`src/rtl/pccfg_pkg.sv`:
```
package pccfg_pkg;

    typedef enum logic [2:0] {
        SEL_NONE = 3'd0,
        SEL_CIS  = 3'd1,
        SEL_OPT  = 3'd2,
        SEL_STAT = 3'd3,
        SEL_PIN  = 3'd4,
        SEL_SOCK = 3'd5
    } cfg_sel_e;

    // register offsets from the configuration base
    localparam int OFF_OPT  = 0;
    localparam int OFF_STAT = 2;
    localparam int OFF_PIN  = 4;
    localparam int OFF_SOCK = 6;

    localparam logic [7:0] OPT_WMASK  = 8'hCF;
    localparam logic [7:0] STAT_KEEP  = 8'h82;
    localparam logic [7:0] STAT_LOAD  = 8'h74;
    localparam logic [7:0] PIN_RDY    = 8'h20;
    localparam logic [7:0] PIN_WMASK  = 8'h02;
    localparam logic [7:0] PIN_CONST  = 8'h0C;

    localparam int STAT_IRQ_BIT = 1;
    localparam int STAT_PWD_BIT = 2;
    localparam int PIN_RDY_BIT  = 5;
    localparam int OPT_SRST_BIT = 7;

    typedef struct packed {
        logic [7:0] opt;
        logic [7:0] stat;
        logic [7:0] pins;
    } cfg_state_t;

endpackage

```
`src/rtl/pccfg_decode.sv`:
```
module pccfg_decode
    import pccfg_pkg::*;
#(
    parameter int ADDR_W   = 12,
    parameter int CFG_BASE = 'h200,
    parameter int CIS_LEN  = 330
) (
    input  logic [ADDR_W-1:0] addr,
    output cfg_sel_e          sel
);
    localparam logic [ADDR_W-1:0] BASE_A  = ADDR_W'(CFG_BASE);
    localparam logic [ADDR_W:0]   CIS_LIM = (ADDR_W+1)'(CIS_LEN);

    logic [ADDR_W-1:0] offset;

    always_comb begin
        offset = addr - BASE_A;
        sel    = SEL_NONE;
        if (addr < BASE_A) begin
            if ({1'b0, addr} < CIS_LIM) begin
                sel = SEL_CIS;
            end
        end else begin
            case (offset)
                ADDR_W'(OFF_OPT):  sel = SEL_OPT;
                ADDR_W'(OFF_STAT): sel = SEL_STAT;
                ADDR_W'(OFF_PIN):  sel = SEL_PIN;
                ADDR_W'(OFF_SOCK): sel = SEL_SOCK;
                default:           sel = SEL_NONE;
            endcase
        end
    end
endmodule

```
`src/rtl/pccfg_regs.sv`:
```
module pccfg_regs
    import pccfg_pkg::*;
(
    input  logic       clk,
    input  logic       rst_n,
    input  logic       wr_en,
    input  cfg_sel_e   sel,
    input  logic [7:0] wdata,
    input  logic       drv_irq,
    output logic [7:0] opt_q,
    output logic [7:0] stat_q,
    output logic       pin_rdy_q
);
    cfg_state_t st_d, st_q;

    always_comb begin
        st_d = st_q;
        st_d.stat[STAT_IRQ_BIT] = drv_irq;
        if (wr_en) begin
            case (sel)
                SEL_OPT: st_d.opt = wdata & OPT_WMASK;
                SEL_STAT: begin
                    st_d.stat = (st_q.stat & STAT_KEEP) | (wdata & STAT_LOAD);
                    st_d.stat[STAT_IRQ_BIT] = drv_irq;
                    if (st_q.stat[STAT_PWD_BIT] != wdata[STAT_PWD_BIT]) begin
                        st_d.pins[PIN_RDY_BIT] = 1'b1;
                    end
                end
                SEL_PIN: st_d.pins = (st_q.pins & PIN_RDY) | (wdata & PIN_WMASK);
                default: ;
            endcase
        end
        // soft-reset hold: status and pin state stay cleared
        if (st_d.opt[OPT_SRST_BIT]) begin
            st_d.stat = '0;
            st_d.pins = '0;
        end
    end

    always_ff @(posedge clk or negedge rst_n) begin
        if (!rst_n) st_q <= '0;
        else        st_q <= st_d;
    end

    assign opt_q     = st_q.opt;
    assign stat_q    = st_q.stat;
    assign pin_rdy_q = st_q.pins[PIN_RDY_BIT];

    p_opt_mask_r2: assert property (@(posedge clk) disable iff (!rst_n)
        (opt_q & ~OPT_WMASK) == 8'h00);

    p_hold_clear_r3: assert property (@(posedge clk) disable iff (!rst_n)
        opt_q[OPT_SRST_BIT] |-> (stat_q == 8'h00 && !pin_rdy_q));

    p_stat_unused_r4: assert property (@(posedge clk) disable iff (!rst_n)
        (stat_q[3] == 1'b0) && (stat_q[0] == 1'b0));

    p_ready_set_r5: assert property (@(posedge clk) disable iff (!rst_n)
        (wr_en && sel == SEL_STAT && !opt_q[OPT_SRST_BIT]
         && (stat_q[STAT_PWD_BIT] != wdata[STAT_PWD_BIT])) |=> pin_rdy_q);

    p_irq_track_r9: assert property (@(posedge clk) disable iff (!rst_n)
        ($past(rst_n) && !opt_q[OPT_SRST_BIT]) |-> stat_q[STAT_IRQ_BIT] == $past(drv_irq));
endmodule

```
`src/rtl/pccfg_rdmux.sv`:
```
module pccfg_rdmux
    import pccfg_pkg::*;
(
    input  logic       clk,
    input  logic       rst_n,
    input  logic       rd_en,
    input  cfg_sel_e   sel,
    input  logic [7:0] opt,
    input  logic [7:0] stat,
    input  logic       pin_rdy,
    input  logic       irq_dis,
    input  logic [7:0] cis_data,
    output logic [7:0] rdata
);
    logic [7:0] val;
    logic [7:0] rdata_d, rdata_q;

    always_comb begin
        case (sel)
            SEL_CIS:  val = cis_data;
            SEL_OPT:  val = opt;
            SEL_STAT: val = irq_dis ? (stat & ~(8'h01 << STAT_IRQ_BIT)) : stat;
            SEL_PIN:  val = ({7'd0, pin_rdy} << PIN_RDY_BIT) | PIN_CONST;
            default:  val = 8'h00;
        endcase
        rdata_d = rd_en ? val : rdata_q;
    end

    always_ff @(posedge clk or negedge rst_n) begin
        if (!rst_n) rdata_q <= 8'h00;
        else        rdata_q <= rdata_d;
    end

    assign rdata = rdata_q;

    p_stat_hide_r6: assert property (@(posedge clk) disable iff (!rst_n)
        (rd_en && sel == SEL_STAT && irq_dis) |=> !rdata_q[STAT_IRQ_BIT]);

    p_pin_form_r7: assert property (@(posedge clk) disable iff (!rst_n)
        (rd_en && sel == SEL_PIN) |=> (rdata_q & ~PIN_RDY) == PIN_CONST);

    p_sock_zero_r8: assert property (@(posedge clk) disable iff (!rst_n)
        (rd_en && sel == SEL_SOCK) |=> rdata_q == 8'h00);
endmodule

```
`src/rtl/pccfg_irq.sv`:
```
module pccfg_irq (
    input  logic stat_irq,
    input  logic opt_srst,
    input  logic ctl_irq_dis,
    input  logic ctl_srst,
    output logic irq
);
    // status flag is inverted with respect to the request line
    always_comb begin
        irq = ~stat_irq & ~ctl_irq_dis & ~ctl_srst & ~opt_srst;
    end
endmodule

```
`src/rtl/pccard_cfg_regs.sv`:
```
module pccard_cfg_regs
    import pccfg_pkg::*;
#(
    parameter int ADDR_W   = 12,
    parameter int CFG_BASE = 'h200,
    parameter int CIS_LEN  = 330,
    parameter int CIS_AW   = $clog2(CIS_LEN)
) (
    input  logic              clk,
    input  logic              rst_n,
    input  logic              attr_req,
    input  logic              attr_we,
    input  logic [ADDR_W-1:0] attr_addr,
    input  logic [7:0]        attr_wdata,
    output logic [7:0]        attr_rdata,
    output logic [CIS_AW-1:0] cis_addr,
    input  logic [7:0]        cis_data,
    input  logic              drv_irq,
    input  logic              ctl_irq_dis,
    input  logic              ctl_srst,
    output logic              irq_o,
    output logic              sreset_o,
    output logic [5:0]        mode_o
);
    cfg_sel_e   sel;
    logic       rd_en, wr_en;
    logic [7:0] opt_q, stat_q;
    logic       pin_rdy_q;

    assign rd_en    = attr_req & ~attr_we;
    assign wr_en    = attr_req & attr_we;
    assign cis_addr = attr_addr[CIS_AW-1:0];

    pccfg_decode #(
        .ADDR_W   (ADDR_W),
        .CFG_BASE (CFG_BASE),
        .CIS_LEN  (CIS_LEN)
    ) u_decode (
        .addr (attr_addr),
        .sel  (sel)
    );

    pccfg_regs u_regs (
        .clk       (clk),
        .rst_n     (rst_n),
        .wr_en     (wr_en),
        .sel       (sel),
        .wdata     (attr_wdata),
        .drv_irq   (drv_irq),
        .opt_q     (opt_q),
        .stat_q    (stat_q),
        .pin_rdy_q (pin_rdy_q)
    );

    pccfg_rdmux u_rdmux (
        .clk      (clk),
        .rst_n    (rst_n),
        .rd_en    (rd_en),
        .sel      (sel),
        .opt      (opt_q),
        .stat     (stat_q),
        .pin_rdy  (pin_rdy_q),
        .irq_dis  (ctl_irq_dis),
        .cis_data (cis_data),
        .rdata    (attr_rdata)
    );

    pccfg_irq u_irq (
        .stat_irq    (stat_q[STAT_IRQ_BIT]),
        .opt_srst    (opt_q[OPT_SRST_BIT]),
        .ctl_irq_dis (ctl_irq_dis),
        .ctl_srst    (ctl_srst),
        .irq         (irq_o)
    );

    assign sreset_o = opt_q[OPT_SRST_BIT];
    assign mode_o   = opt_q[5:0];

    p_irq_hold_r3: assert property (@(posedge clk) disable iff (!rst_n)
        sreset_o |-> !irq_o);

    p_irq_ctl_r10: assert property (@(posedge clk) disable iff (!rst_n)
        (ctl_irq_dis || ctl_srst) |-> !irq_o);
endmodule

```
`config.mk`:
```
export PLATFORM = sky130hd
export DESIGN_NAME = pccard_cfg_regs
export DESIGN_NICKNAME = d
export VERILOG_FILES = /design/src/rtl/pccfg_pkg.sv /design/src/rtl/pccfg_decode.sv /design/src/rtl/pccfg_regs.sv /design/src/rtl/pccfg_rdmux.sv /design/src/rtl/pccfg_irq.sv /design/src/rtl/pccard_cfg_regs.sv
export SDC_FILE = /design/constraint.sdc
export NUM_CORES = 1
export LEC_CHECK = 0
export ABC_AREA = 0
export ABC_CLOCK_PERIOD_IN_PS = 1410
export BUFFER_PORTS_ARGS = -buffer_cell sky130_fd_sc_hd__buf_2
export CAP_MARGIN = 20
export CELL_PAD_IN_SITES_DETAIL_PLACEMENT = 1
export CELL_PAD_IN_SITES_GLOBAL_PLACEMENT = 2
export CORE_MARGIN = 2
export CORE_UTILIZATION = 28
export CTS_BUF_LIST = sky130_fd_sc_hd__clkbuf_4 sky130_fd_sc_hd__clkbuf_8
export DETAILED_ROUTE_END_ITERATION = 16
export MAX_ROUTING_LAYER = met4
export PLACE_DENSITY = 0.81
export SYNTH_ARGS = -nofsm -noshare
export SYNTH_HDL_FRONTEND = slang
export SYNTH_HIERARCHICAL = 1
export SYNTH_SLANG_ARGS = --single-unit
```
`constraint.sdc`:
```
create_clock -name clk -period 1.41 [get_ports clk]
set_input_delay 0.141 -clock clk [delete_from_list [all_inputs] [get_ports clk]]
set_output_delay 0.141 -clock clk [all_outputs]
set_load 0.02 [all_outputs]
```
---- Yosys cells after proc, flatten, opt, wreduce, memory -nomap -nowiden ----
Cells that the tools add are included.
storage, ports and cells
  register bits after elaboration ......... 23
  input bits .............................. 35
  output and inout bits ................... 25
  logic and storage cells ................. 50
cells by class
  add/sub/neg operators ................... 1
  magnitude comparators ................... 2
  eq/ne operators ......................... 9
  muxes and demuxes ....................... 13
  bitwise gates (word level) .............. 12
  reduce and logical (&&, ||, !) cells .... 7
operators by type and width
  operator                                                       count
  one-hot mux 8 bit (4 select lines)                             1
  equality test 12 x 3 -> 1 bit (second input constant)          2
  two-way mux 24 bit                                             1
  two-way mux 16 bit                                             1
  two-way mux 8 bit                                              2
  equality test 12 x 2 -> 1 bit (second input constant)          1
  logical NOT 12 bit                                             1
  less-than comparator 12 x 10 -> 1 bit (second input constant)  1
  less-than comparator 12 x 9 -> 1 bit (second input constant)   1
  one-hot mux 3 bit (4 select lines)                             1
  subtractor 12 x 10 -> 12 bit (second input constant)           1
  bitwise OR 8 x 7 -> 8 bit                                      1
  equality test 3 x 2 -> 1 bit (second input constant)           2
  bitwise OR 6 x 2 -> 6 bit                                      1
  bitwise AND 1 bit                                              5
  two-way mux 5 bit                                              1
  inverter 1 bit                                                 5
  two-way mux 2 bit                                              2
  AND reduction 2 bit                                            2
  nonzero test 2 bit                                             2
  equality test 3 x 1 -> 1 bit (second input constant)           1
  equality test 3 bit (second input constant)                    1
  two-way mux 3 bit                                              1
  != test 3 bit (second input constant)                          1
  5 further kinds                                                6

---- Depth between registers and ports, before layout ----
  depth in word-level cells ............... 9
  depth in mapped cells ................... 9
  gate-level depth less buffers ........... 8

---- Hierarchy ----
Netlist, hierarchy kept.
by module, submodules not included
  module           instances  cells each  area an instance (um^2)  seq. area each (um^2)
  pccfg_regs       1          49          580.6                    300.3
  pccfg_rdmux      1          52          548.0                    200.2
  pccfg_decode     1          17          115.1                    0.0
  pccard_cfg_regs  1          11          83.8                     0.0
  pccfg_irq        1          1           12.5                     0.0

---- Worst setup path after synthesis ----
Ideal clock, no wire load.
  path kind ............................... input to register
  start ................................... input attr_addr[9]
  end ..................................... register u_regs.st_q, in the netlist u_regs/stat_q[1]
  setup time .............................. 0.069 ns
  arrival time ............................ 1.761 ns
  data required time ...................... 1.341 ns
  path slack .............................. -0.419 ns
  stages .................................. 9
  path buffers ............................ 1
  cells stage by stage .................... inv_1 -> ha_1 -> nor2b_1 -> nand4_1 -> nor2_1 -> and4bb_1 -> buf_6 -> mux2_4 -> nor2_2
RTL lines
  element               line                   text
  from (decl)           pccard_cfg_regs.sv:13  input logic [ADDR_W-1:0] attr_addr,
  to (signal assigned)  pccfg_regs.sv:42       else st_q <= st_d;
  to (decl)             pccfg_regs.sv:14       cfg_state_t st_d, st_q;

---- Worst setup path after layout ----
  start ................................... input attr_addr[10]
  end ..................................... register u_rdmux.rdata_q[6], in the netlist u_rdmux/rdata[6]
between the ends
  word-level cells in the longest chain between the ends .. 6
  elaborated cells on any way between the ends .. 15
  classes of those cells .................. add/sub (1); order compare (2); eq/ne (7); mux (4); reduce/logical (1)
RTL lines
  element                                                line                   text
  subtractor 12 x 10 -> 12 bit                           pccfg_decode.sv:17     offset = addr - BASE_A;
  equality test 12 x 3 -> 1 bit (tied with other cells)  pccfg_decode.sv:24     case (offset)
  one-hot mux 3 bit (4 select lines)                     pccfg_decode.sv:24
  two-way mux 3 bit (*)                                  pccfg_decode.sv:19     if (addr < BASE_A) begin
  net sel[0]                                             pccard_cfg_regs.sv:25  cfg_sel_e sel;
  equality test 3 bit (tied with other cells)            pccfg_rdmux.sv:19      case (sel)
  one-hot mux 8 bit (4 select lines) (*)                 pccfg_rdmux.sv:19
  to (signal assigned)                                   pccfg_rdmux.sv:31      else rdata_q <= rdata_d;
  to (decl)                                              pccfg_rdmux.sv:16      logic [7:0] rdata_d, rdata_q;
The timed path passes the listed nets; every way through them passes the cells marked *.
A chain may end at the register's enable or synchronous reset.

==> results.json <==
{
  "dpl.hpwl_mm": 3.14,
  "routed_via_density": 5.24,
  "ioPinCount": 60,
  "status": "finished with violations",
  "gr-usage-met1": 0.207,
  "final_max_slew_viol_count": 0,
  "fmax_mhz": 591,
  "core_area_um2": 4660,
  "antenna_found_initial": 0,
  "irDropWorstVdd_mv": 0.315,
  "final_common_cell": "buf_2",
  "die_w_um": 73.2,
  "hold_start": "drv_irq",
  "antenna_cells": 0,
  "cpPeakStageDelay_ns": 0.31,
  "yosysWarnings": 6,
  "startpoint": "attr_addr[10]",
  "initial_core_util": 0.288,
  "worst-endpoint-required_ns": 1.56,
  "hp-class": "in -> reg",
  "wl_mm": 4.47,
  "io_buffers": 57,
  "pre_cts_slack_ns": -0.594,
  "synthDistinctLibCells": 42,
  "grt_pass1_vias": 1397,
  "wl_per_cell_um": 17.7,
  "cts.sinks": 20,
  "seq_area_frac_synth": 0.373,
  "fin_crit_ns": 1.69,
  "syn_inst": 130,
  "use_met2": 0.289,
  "grt_max_degree": 21,
  "fin_skew_ns": 0.00508,
  "path_clk_slew_ns": 0.08,
  "cp_max_fo": 4,
  "ys_ff_latch": 20,
  "vias": 1326,
  "crit_arrival_ns": 1.84,
  "p_leak_nw": 0.953,
  "violations": "setup timing",
  "setup_viol": 20,
  "finalSetupTns_ns": -4.20,
  "fin_cells": 253,
  "rr_startpoint": "u_regs/opt_q[0]$_DFFE_PN0P_",
  "dp_cells": 240,
  "cap_violations": 0,
  "fin_crit_sh": 1.20,
  "critPathSlowestCell": "mux2_4",
  "groute.usage.overall": 0.171,
  "finalPower_mw": 1.31,
  "grt.met3_usage": 0.0262,
  "synth-edff-count": 0,
  "die_area_um2": 5360,
  "cts-root-buf": "clkbuf_8",
  "gp_congestion": 0.884,
  "grt_pass1_wl_mm": 6.79,
  "numCtsBuffers": 3,
  "synth_flop_cell": "dfrtp_1",
  "async_reset_ff_frac": 1.00,
  "cts_tree": "yes",
  "rrSetupSlack_ns": 0.22,
  "crit_family": "compound AO/OA/AOI/OAI gates",
  "hold_viol": 0,
  "nets": 237,
  "start_kind": "primary input",
  "end_kind": "register",
  "powerDensity_nw_per_um2": 668,
  "synth_area_um2": 1340,
  "grt_overflow_total": 0,
  "num_rows": 25,
  "dr.pass1.iters": 5,
  "areaGrowthSynthToFinish_pct": 46.4,
  "cts_buffer_depth": 2,
  "fin_ws_ns": -0.283,
  "ant_nets": 0,
  "drc": 0,
  "syn_area_per_cell_um2": 10.3,
  "htree_levels": 1,
  "drtIter0Drc": 52,
  "rsz0062_at_grt": "true",
  "busiest_layer": "met2",
  "die_h_um": 73.2,
  "critical_path.cell_chain": "buf_8 > inv_8 > ha_4 > nor2b_4 > nand4_1 > o22ai_4 > buf_6 > mux2_4 > a221oi_2 > nor2_1",
  "drive_gt1_frac": 0.648,
  "mostFrequentLayoutCells": "55 x buf_2, 20 x dfrtp_1, 16 x buf_4",
  "crit_buf_inv": 3,
  "worstSetupPathType": "in -> reg",
  "clk_latency_ns": 0.26
}
Yosys cell counts (2+ instances only):
cell type | n | area, um2
buf_6 | 2 | 22.5
a22oi_1 | 4 | 30.0
a221oi_2 | 2 | 30.0
a221oi_1 | 4 | 35.0
a31oi_1 | 2 | 12.5
o22ai_1 | 2 | 12.5
o21ai_0 | 10 | 50.1
nand3b_1 | 3 | 22.5
mux2_2 | 11 | 124
mux2_4 | 3 | 45.0
nor2_1 | 9 | 33.8
dfrtp_1 | 20 | 500
inv_1 | 6 | 22.5
nand3_1 | 5 | 25.0
nand2_1 | 3 | 11.3
a21oi_1 | 5 | 25.0
buf_4 | 14 | 105
worst min-delay path: cells and delay by family:
family	cells	cell delay [ns]
buffers and inverters	2	0.14
and+or+nand+nor	1	0.04
cell type report:
| type | count | area (um2) |
|---|---|---|
| Fill cell | 535 | 2700 |
| Clock buffer | 3 | 41.3 |
| Timing Repair Buffer | 81 | 514 |
| Sequential cell | 20 | 500 |
| Tap cell | 54 | 67.6 |
| Multi-Input combinational cell | 89 | 803 |
| Inverter | 6 | 35.0 |
metal layers:
metal / part of all wire / wire [um]
met1: 0.41 / 1840
met2: 0.51 / 2270
met3: 0.066 / 293
met4: 0.015 / 68
met5: 0 / 0
through the flow:
stage	cell area (um2)	hold slack (ns)	utilization
after global placement	1690	0.111	0.363
after CTS	1820	0.0907	0.391
after detailed placement	1690	0.126	0.363
after floorplan	1380	-0.155	-
after global routing	1960	0.101	0.421
final	1960	0.0961	0.421
worst paths after layout:
kind,endpoint,cells after the start
hold reg to reg,u_rdmux/rdata[1]$_DFFE_PN0P_,1
setup / recovery,u_rdmux/rdata[6]$_DFFE_PN0P_,10
max in group asynchronous,u_regs/stat_q[2]$_DFFE_PN0P_,2
min in group asynchronous,u_rdmux/rdata[5]$_DFFE_PN0P_,2
hold / removal,u_regs/stat_q[1]$_DFF_PN0_,3
setup reg to reg,u_rdmux/rdata[0]$_DFFE_PN0P_,3
flip-flops by register name, summed over array words and instances (netlist names):
register	flops
u_rdmux/rdata	8
u_regs/opt_q	6
u_regs/stat_q	5
u_regs/pin_rdy_q	1
repair_timing:
| item | in CTS | in global routing |
|---|---|---|
| endpoints found under the hold margin | 20 | 0 |
| setup endpoints to repair | 20 | 20 |
| pin swaps | 5 | 9 |
| buffers inserted | 3 | 6 |
| hold buffers | 1 | 0 |
| resized for setup | 16 | 26 |
power by group:
group	internal [mW]	total (mW)	switching (mW)
clock	0.191	0.388	0.197
combinational	0.142	0.315	0.173
sequential	0.595	0.608	0.0136
total	0.927	1.31	0.384
logic make-up (layout without fill, tap and decap cells):
group,Yosys count,after routing,share of synthesized area
AOI/OAI and AO/OA,32,32,0.167
xor gates and xnor gates,2,2,0.0131
adders and majority gates,1,1,0.00934
buffers and inverters,25,90,0.129
DFF,20,20,0.373
muxes,14,14,0.126
other,1,5,0.00280
and+or+nand+nor,35,35,0.179
(Power assumes the default switching activity.)
